[src/rtl/pfs_pkg.sv]
package pfs_pkg;
  localparam int CNT_W  = 13;
  localparam int LINE_W = 12;
  localparam int FID_W  = 3;
  localparam logic [LINE_W-1:0] LINE_ANY = {LINE_W{1'b1}};

  typedef struct packed {
    logic [FID_W-1:0]  fid;
    logic [LINE_W-1:0] line;
    logic              irq_en;
    logic              want_fid;
    logic [CNT_W-1:0]  len;
  } ctrl_t;

  typedef enum logic [3:0] {
    T_IDLE, T_RQ0, T_W0, T_RQ1, T_W1, T_FIELD, T_LINE, T_PAY
  } walk_st_t;

  function automatic ctrl_t ctrl_decode(input logic [31:0] w);
    ctrl_t c;
    c.len      = w[12:0];
    c.want_fid = w[14];
    c.irq_en   = w[15];
    c.line     = w[27:16];
    c.fid      = w[30:28];
    return c;
  endfunction
endpackage

[src/rtl/pfs_timing.sv]
module pfs_timing
  import pfs_pkg::*;
(
  input  logic              clk,
  input  logic              rst,
  input  logic              vsync,
  input  logic              hsync,
  input  logic [FID_W-1:0]  field_id,
  output logic              field_start,
  output logic [FID_W-1:0]  start_fid,
  output logic [LINE_W-1:0] line_cnt
);
  localparam logic [LINE_W-1:0] LINE_TOP = LINE_ANY - 1'b1;

  logic vs_q, hs_q;

  always_ff @(posedge clk) begin
    if (rst) begin
      vs_q        <= 1'b0;
      hs_q        <= 1'b0;
      field_start <= 1'b0;
      start_fid   <= '0;
      line_cnt    <= '0;
    end else begin
      vs_q        <= vsync;
      hs_q        <= hsync;
      field_start <= 1'b0;
      if (vsync && !vs_q) begin
        field_start <= 1'b1;
        start_fid   <= field_id;
        line_cnt    <= '0;
      end else if (hsync && !hs_q && line_cnt != LINE_TOP) begin
        line_cnt <= line_cnt + 1'b1;
      end
    end
  end


  line_zero_at_field_chk: assert property (@(posedge clk) disable iff (rst)
    field_start |-> line_cnt == '0);
endmodule

[src/rtl/pfs_streamer.sv]
module pfs_streamer #(
  parameter int AW = 16,
  parameter int CW = 13
) (
  input  logic          clk,
  input  logic          rst,
  input  logic          go,
  input  logic [AW-1:0] base,
  input  logic [CW-1:0] count,
  output logic          req,
  output logic [AW-1:0] addr,
  input  logic          rvalid,
  input  logic [31:0]   rdata,
  output logic          out_valid,
  output logic [7:0]    out_data,
  input  logic          out_ready,
  output logic          done
);
  typedef enum logic [1:0] {S_IDLE, S_FETCH, S_WAIT, S_EMIT} st_t;

  st_t           st;
  logic [CW-1:0] left;
  logic [1:0]    lane;
  logic [31:0]   wbuf;

  always_ff @(posedge clk) begin
    if (rst) begin
      st        <= S_IDLE;
      req       <= 1'b0;
      addr      <= '0;
      out_valid <= 1'b0;
      out_data  <= '0;
      done      <= 1'b0;
      left      <= '0;
      lane      <= '0;
      wbuf      <= '0;
    end else begin
      req  <= 1'b0;
      done <= 1'b0;
      case (st)
        S_IDLE: if (go) begin
          if (count == '0) begin
            done <= 1'b1;
          end else begin
            left <= count;
            addr <= base;
            st   <= S_FETCH;
          end
        end
        S_FETCH: begin
          req <= 1'b1;
          st  <= S_WAIT;
        end
        S_WAIT: if (rvalid) begin
          wbuf      <= rdata;
          out_data  <= rdata[7:0];
          lane      <= '0;
          out_valid <= 1'b1;
          st        <= S_EMIT;
        end
        S_EMIT: if (out_ready) begin
          if (left == 1) begin
            out_valid <= 1'b0;
            done      <= 1'b1;
            st        <= S_IDLE;
          end else begin
            left <= left - 1'b1;
            if (lane == 2'd3) begin
              out_valid <= 1'b0;
              addr      <= addr + 4;
              st        <= S_FETCH;
            end else begin
              lane     <= lane + 1'b1;
              out_data <= wbuf[{lane + 2'd1, 3'b000} +: 8];
            end
          end
        end
        default: st <= S_IDLE;
      endcase
    end
  end


  hold_under_stall_chk: assert property (@(posedge clk) disable iff (rst)
    (out_valid && !out_ready) |=> (out_valid && $stable(out_data)));

  no_byte_past_len_chk: assert property (@(posedge clk) disable iff (rst)
    out_valid |-> left != '0);
endmodule

[src/rtl/pkt_field_sched.sv]
module pkt_field_sched
  import pfs_pkg::*;
#(
  parameter int AW = 16
) (
  input  logic              clk,
  input  logic              rst,
  input  logic              start,
  input  logic [AW-1:0]     head_ptr,
  output logic              busy,
  output logic              mem_req,
  output logic [AW-1:0]     mem_addr,
  input  logic              mem_rvalid,
  input  logic [31:0]       mem_rdata,
  input  logic              vsync,
  input  logic              hsync,
  input  logic [FID_W-1:0]  field_id,
  output logic              out_valid,
  output logic [7:0]        out_data,
  input  logic              out_ready,
  output logic              pkt_irq
);
  localparam int HDR_BYTES = 8;

  walk_st_t          st;
  logic [AW-1:0]     ptr;
  logic [31:0]       nxt_word;
  logic [31:0]       ctrl_word;
  ctrl_t             ctrl;
  logic              f_req;
  logic [AW-1:0]     f_addr;
  logic              go;
  logic              s_req, s_done;
  logic [AW-1:0]     s_addr;
  logic              field_start;
  logic [FID_W-1:0]  start_fid;
  logic [LINE_W-1:0] line_cnt;
  logic              ctrl_unused;

  assign ctrl        = ctrl_decode(ctrl_word);
  assign ctrl_unused = ctrl_word[13] ^ ctrl_word[31];
  assign busy        = (st != T_IDLE);
  assign mem_req     = f_req | s_req;
  assign mem_addr    = f_req ? f_addr : s_addr;

  pfs_timing u_timing (
    .clk(clk), .rst(rst), .vsync(vsync), .hsync(hsync), .field_id(field_id),
    .field_start(field_start), .start_fid(start_fid), .line_cnt(line_cnt)
  );

  pfs_streamer #(.AW(AW), .CW(CNT_W)) u_stream (
    .clk(clk), .rst(rst), .go(go), .base(ptr + AW'(HDR_BYTES)), .count(ctrl.len),
    .req(s_req), .addr(s_addr), .rvalid(mem_rvalid), .rdata(mem_rdata),
    .out_valid(out_valid), .out_data(out_data), .out_ready(out_ready), .done(s_done)
  );

  always_ff @(posedge clk) begin
    if (rst) begin
      st        <= T_IDLE;
      ptr       <= '0;
      nxt_word  <= '0;
      ctrl_word <= '0;
      f_req     <= 1'b0;
      f_addr    <= '0;
      go        <= 1'b0;
      pkt_irq   <= 1'b0;
    end else begin
      f_req   <= 1'b0;
      go      <= 1'b0;
      pkt_irq <= 1'b0;
      case (st)
        T_IDLE: if (start) begin
          ptr <= head_ptr;
          st  <= T_RQ0;
        end
        T_RQ0: begin
          f_req  <= 1'b1;
          f_addr <= ptr;
          st     <= T_W0;
        end
        T_W0: if (mem_rvalid) begin
          nxt_word <= mem_rdata;
          st       <= T_RQ1;
        end
        T_RQ1: begin
          f_req  <= 1'b1;
          f_addr <= ptr + 4;
          st     <= T_W1;
        end
        T_W1: if (mem_rvalid) begin
          ctrl_word <= mem_rdata;
          st        <= mem_rdata[14] ? T_FIELD : T_LINE;
        end
        T_FIELD: if (field_start && start_fid == ctrl.fid) begin
          st <= T_LINE;
        end
        T_LINE: if (ctrl.line == LINE_ANY || line_cnt == ctrl.line) begin
          go <= 1'b1;
          st <= T_PAY;
        end
        T_PAY: if (s_done) begin
          pkt_irq <= ctrl.irq_en;
          if (nxt_word == '0) begin
            st <= T_IDLE;
          end else begin
            ptr <= nxt_word[AW-1:0];
            st  <= T_RQ0;
          end
        end
        default: st <= T_IDLE;
      endcase
    end
  end


  req_pulse_chk: assert property (@(posedge clk) disable iff (rst)
    mem_req |=> !mem_req);

  idle_no_req_chk: assert property (@(posedge clk) disable iff (rst)
    !busy |-> !mem_req);

  irq_pulse_chk: assert property (@(posedge clk) disable iff (rst)
    pkt_irq |=> !pkt_irq);

  line_gate_chk: assert property (@(posedge clk) disable iff (rst)
    (st == T_PAY && $past(st) == T_LINE) |->
      (ctrl.line == LINE_ANY || $past(line_cnt) == ctrl.line));

  idle_no_byte_chk: assert property (@(posedge clk) disable iff (rst)
    !busy |-> !out_valid);
endmodule

[config.mk]
export PLATFORM = sky130hd
export DESIGN_NAME = pkt_field_sched
export DESIGN_NICKNAME = d
export VERILOG_FILES = /design/src/rtl/pfs_pkg.sv /design/src/rtl/pfs_timing.sv /design/src/rtl/pfs_streamer.sv /design/src/rtl/pkt_field_sched.sv
export SDC_FILE = /design/constraint.sdc
export NUM_CORES = 1
export LEC_CHECK = 0
export BUFFER_PORTS_ARGS = -buffer_cell sky130_fd_sc_hd__buf_4
export CORE_MARGIN = 5
export CORE_UTILIZATION = 40
export DETAILED_ROUTE_END_ITERATION = 10
export PLACE_DENSITY_LB_ADDON = 0.08
export SLEW_MARGIN = 0
export SYNTH_ARGS = -nofsm -noshare
export SYNTH_HDL_FRONTEND = slang
export SYNTH_HIERARCHICAL = 1
export SYNTH_SLANG_ARGS = --single-unit
export TNS_END_PERCENT = 20
[constraint.sdc]
create_clock -name clk -period 3.65 [get_ports clk]
set_input_delay 0.1825 -clock clk [delete_from_list [all_inputs] [get_ports clk]]
set_output_delay 0.1825 -clock clk [all_outputs]
set_load 0.05 [all_outputs]
==> results.toml <==
[run_status]
outcome = "finished clean"

[flow_run]
drv_cap = 0

[clocking]
cts-root-buf = "clkbuf_16"
cts_made_buffers = 17
ctsResizeCount = 0
htreeDepth = 4
post_cts_buffers = 0
insertion_delay_ns = 0.44
cts_tree = "done"
cts.path.max_buffers = 2
cts_sinks = 193
clkTransAtPathRegs_ns = 0.08

[timing]
worst_pin_slew_ns = 1.078
max_slew_margin_pct = 27.93
rsz0062_at_grt = "no"
clock.fmax_mhz = 361.4
period_needed_ns = 2.767
finalWorstSetupSlack_ns = 0.8828
setup_tns_ns = 0
setup_violations = 0
finalHoldViolations = 0
skew_ns = 0.01546
whs_ns = 0.01660
fin_crit_sh_pct = 75.82
slew_viol_final = 0

[setup_path]
worstReg2RegStart = "u_stream/st[1]"
endpoint_kind = "flop"
worst_setup_path_start_kind = "flop"
r2r_end = "u_stream/out_data[2]"
cp.required_ns = 4.00
critical-path-slowest-cell = "o31ai_4"
r2r_slack_ns = 0.88
critical_path.cell_chain = "ha_2, buf_4, nand3_1, o31ai_4, nor2_1, a211oi_1"
rr_worst_depth = 6
max_stage_delay_ns = 0.67
path_class = "reg -> reg"
critical_path.max_fanout = 33
worstPathArrival_ns = 3.12

[logic_synthesis]
ys.flop_type = "dfxtp_1"
synth_top_family_by_area = "simple AND/OR/NAND/NOR gates"
async_flop_share_pct = 0
avgSynthCellArea_um2 = 8.412
yosys-mux-area-fraction_pct = 5.350
ys_ff_latch = 193
synth_cells = 1112
synth_edf_count = 0
synth_compound_area_share_pct = 20.14
synthSimpleGateAreaFrac_pct = 23.41
synth_fa_ha_area_share_pct = 1.739
synth-seq-area-share_pct = 41.31
syn_nets = 1183
synthDistinctLibCells = 82
yosys.area_share.xor_xnor_pct = 3.464
syn_area_um2 = 9354
yosysWarnings = 6

[global_routing]
grt.overflow.total = 0
grt_pass1_vias = 7686
grt_pass1_wl_mm = 41.64
track_usage_pct = 19.66
grt_max_degree = 104
antenna_found_initial = 0

[floorplan]
dieArea_um2 = 26540
core_um2 = 23260
rows = 56
die_h_um = 162.9
fp.dieW_um = 162.9
start_util_pct = 40.21
pin_count = 86

[cells_and_area]
num-nets-final = 1235
register_area_um2 = 3864
fill_cells = 2376
layout_common_cells = "nand2_1 (230), dfxtp_1 (193), a21oi_1 (136), buf_4 (93), nor2_1 (84)"
multi_input_area_um2 = 5064
antenna_cells = 0
drive_gt1_share_pct = 16.23
layout_commonest_cell = "nand2_1"
synthToLayoutAreaGrowth_pct = 15.90

[routing]
dr.pass1.iters = 5
drt_iter0_drc = 478
viasPerCell = 5.328
num_vias = 7970
drt_wl_total_mm = 26.07
ant_nets = 0
wire_per_inst_um = 17.43
drc_errors = 0

[power]
switchingPower_mw = 1.657
sequentialPowerShare_pct = 47.2
p_sw_share_pct = 31.97
p_comb_share_pct = 16.7
power_density_nw_per_um2 = 478.2
internal_power_mw = 3.527
clock_power_share_pct = 36.1
ir_worst_vdd_uv = 309.0
p_leak_nw = 3.717

[place]
place.gp.congestion = 0.7800
portBuffers = 85
hpwl_mm = 18.46
place_worst_setup_slack_ns = 0.8769

[hold_path]
min_from = "mem_rdata[17]"
hp-class = "in -> reg"
hold_end = "u_stream/wbuf[17]"
hold-path-cell-count = 3
## Yosys cell counts (all sizes together), types with 3 or more instances
master	instances	share of area [%]
nand2	232	9.4
a22o	3	0.28
nor2	84	3.4
and3	10	0.67
o211ai	4	0.47
nor2b	15	1.0
a2bb2oi	3	0.35
a31oi	3	0.20
o31ai	5	0.55
o2bb2ai	3	0.28
mux2	16	1.9
nor4	15	1.0
dfxtp	193	41
buf	31	2.1
xor2	7	0.66
and2	4	0.27
nand3b	3	0.24
and4b	3	0.36
nand2b	14	0.94
o21a	5	0.40
nor3	17	1.2
mux2i	14	1.5
o32ai	8	1.2
o21ai	34	1.9
a211oi	29	2.6
mux4	8	1.9
ha	13	1.7
or2	4	0.27
nand4	18	1.3
or3	9	0.66
o221a	16	1.9
nand3	18	0.96
a21o	3	0.24
or4	4	0.32
clkbuf	44	1.8
nor4b	4	0.60
a21oi	138	7.5
xnor2	30	2.8
and4	3	0.28
inv	18	0.72
a311oi	7	0.66
## worst max path at each step
| stage | start | to | slack, ns |
|---|---|---|---|
| floorplan | u_stream/st[0] | u_stream/addr[6] | 1.70 |
| global placement | u_stream/st[1] | u_stream/out_data[5] | 0.99 |
| CTS | u_stream/st[1] | u_stream/out_data[2] | 0.88 |
| finish | u_stream/st[1] | u_stream/out_data[2] | 0.88 |
| detailed placement | u_stream/st[1] | u_stream/out_data[6] | 0.88 |
| global route | u_stream/st[1] | u_stream/out_data[7] | 0.66 |
## critical path: cells and delay by family, from the launching register on
kind	cells	cell delay, ns
AO/OA/AOI/OAI	2	0.91
buffers and inverters	1	0.44
AND/OR/NAND/NOR	2	0.31
flip-flops	1	0.40
adder cells (fa/ha/maj)	1	0.63
## metrics by stage
| stage | util (%) | cells | total power, mW | area [um2] |
|---|---|---|---|---|
| 2_1_floorplan | - | 1112 | 3.059 | 9354 |
| 3_3_place_gp | 43.52 | 1451 | 3.353 | 10120 |
| 3_5_place_dp | 43.52 | 1451 | 3.359 | 10120 |
| 4_1_cts | 46.56 | 1495 | 5.251 | 10830 |
| 5_1_grt | 46.61 | 1496 | 5.452 | 10840 |
| 6_report | 46.61 | 1496 | 5.184 | 10840 |
## cells by family after synthesis
logic type / after synthesis
and+or+nand+nor: 463
AOI/OAI and AO/OA: 275
DFF: 193
buffers and inverters: 93
muxes: 38
xor gates and xnor gates: 37
adders and majority gates: 13
## power by group through the flow
stage	Sequential (mW)	Clock (mW)	Combinational (mW)
floorplan	2.38	0	0.683
global placement	2.49	0	0.859
detailed placement	2.50	0	0.861
CTS	2.45	1.93	0.874
global route	2.47	2.02	0.958
finish	2.45	1.87	0.865
## routing by layer
metal | vias to the layer above | global-route usage, % | share of wire [%]
met5 | - | 0 | 0
met4 | 0 | 4.613 | 1.3
met3 | 25 | 3.366 | 3.4
met1 | 3771 | 26.09 | 46
met2 | 139 | 33.55 | 49
li1 | 4035 | - | -
## layout make-up
cell class,instances,share of cell area [%]
flip-flops and latches,193,35.64
repair buffers,108,7.928
well taps,319,3.681
inverters,18,0.6232
multi-input cells,826,46.71
clock inverters,14,1.466
clock buffers,18,3.958
## state kept, by name, indices dropped and copies added, names as in the netlist, 2 cells and up
| signal | count |
|---|---|
| ctrl_word | 29 |
| f_addr | 16 |
| nxt_word | 32 |
| ptr | 16 |
| st | 3 |
| u_stream/addr | 16 |
| u_stream/lane | 2 |
| u_stream/left | 13 |
| u_stream/out_data | 8 |
| u_stream/st | 2 |
| u_stream/wbuf | 32 |
| u_timing/line_cnt | 12 |
| u_timing/start_fid | 3 |
## repair_timing
item | in CTS | in global routing
setup endpoints to repair | 0 | 0
hold endpoints to repair | 16 | 1
hold buffers | 12 | 1
No activity file was read; power rests on OpenSTA's default activity.
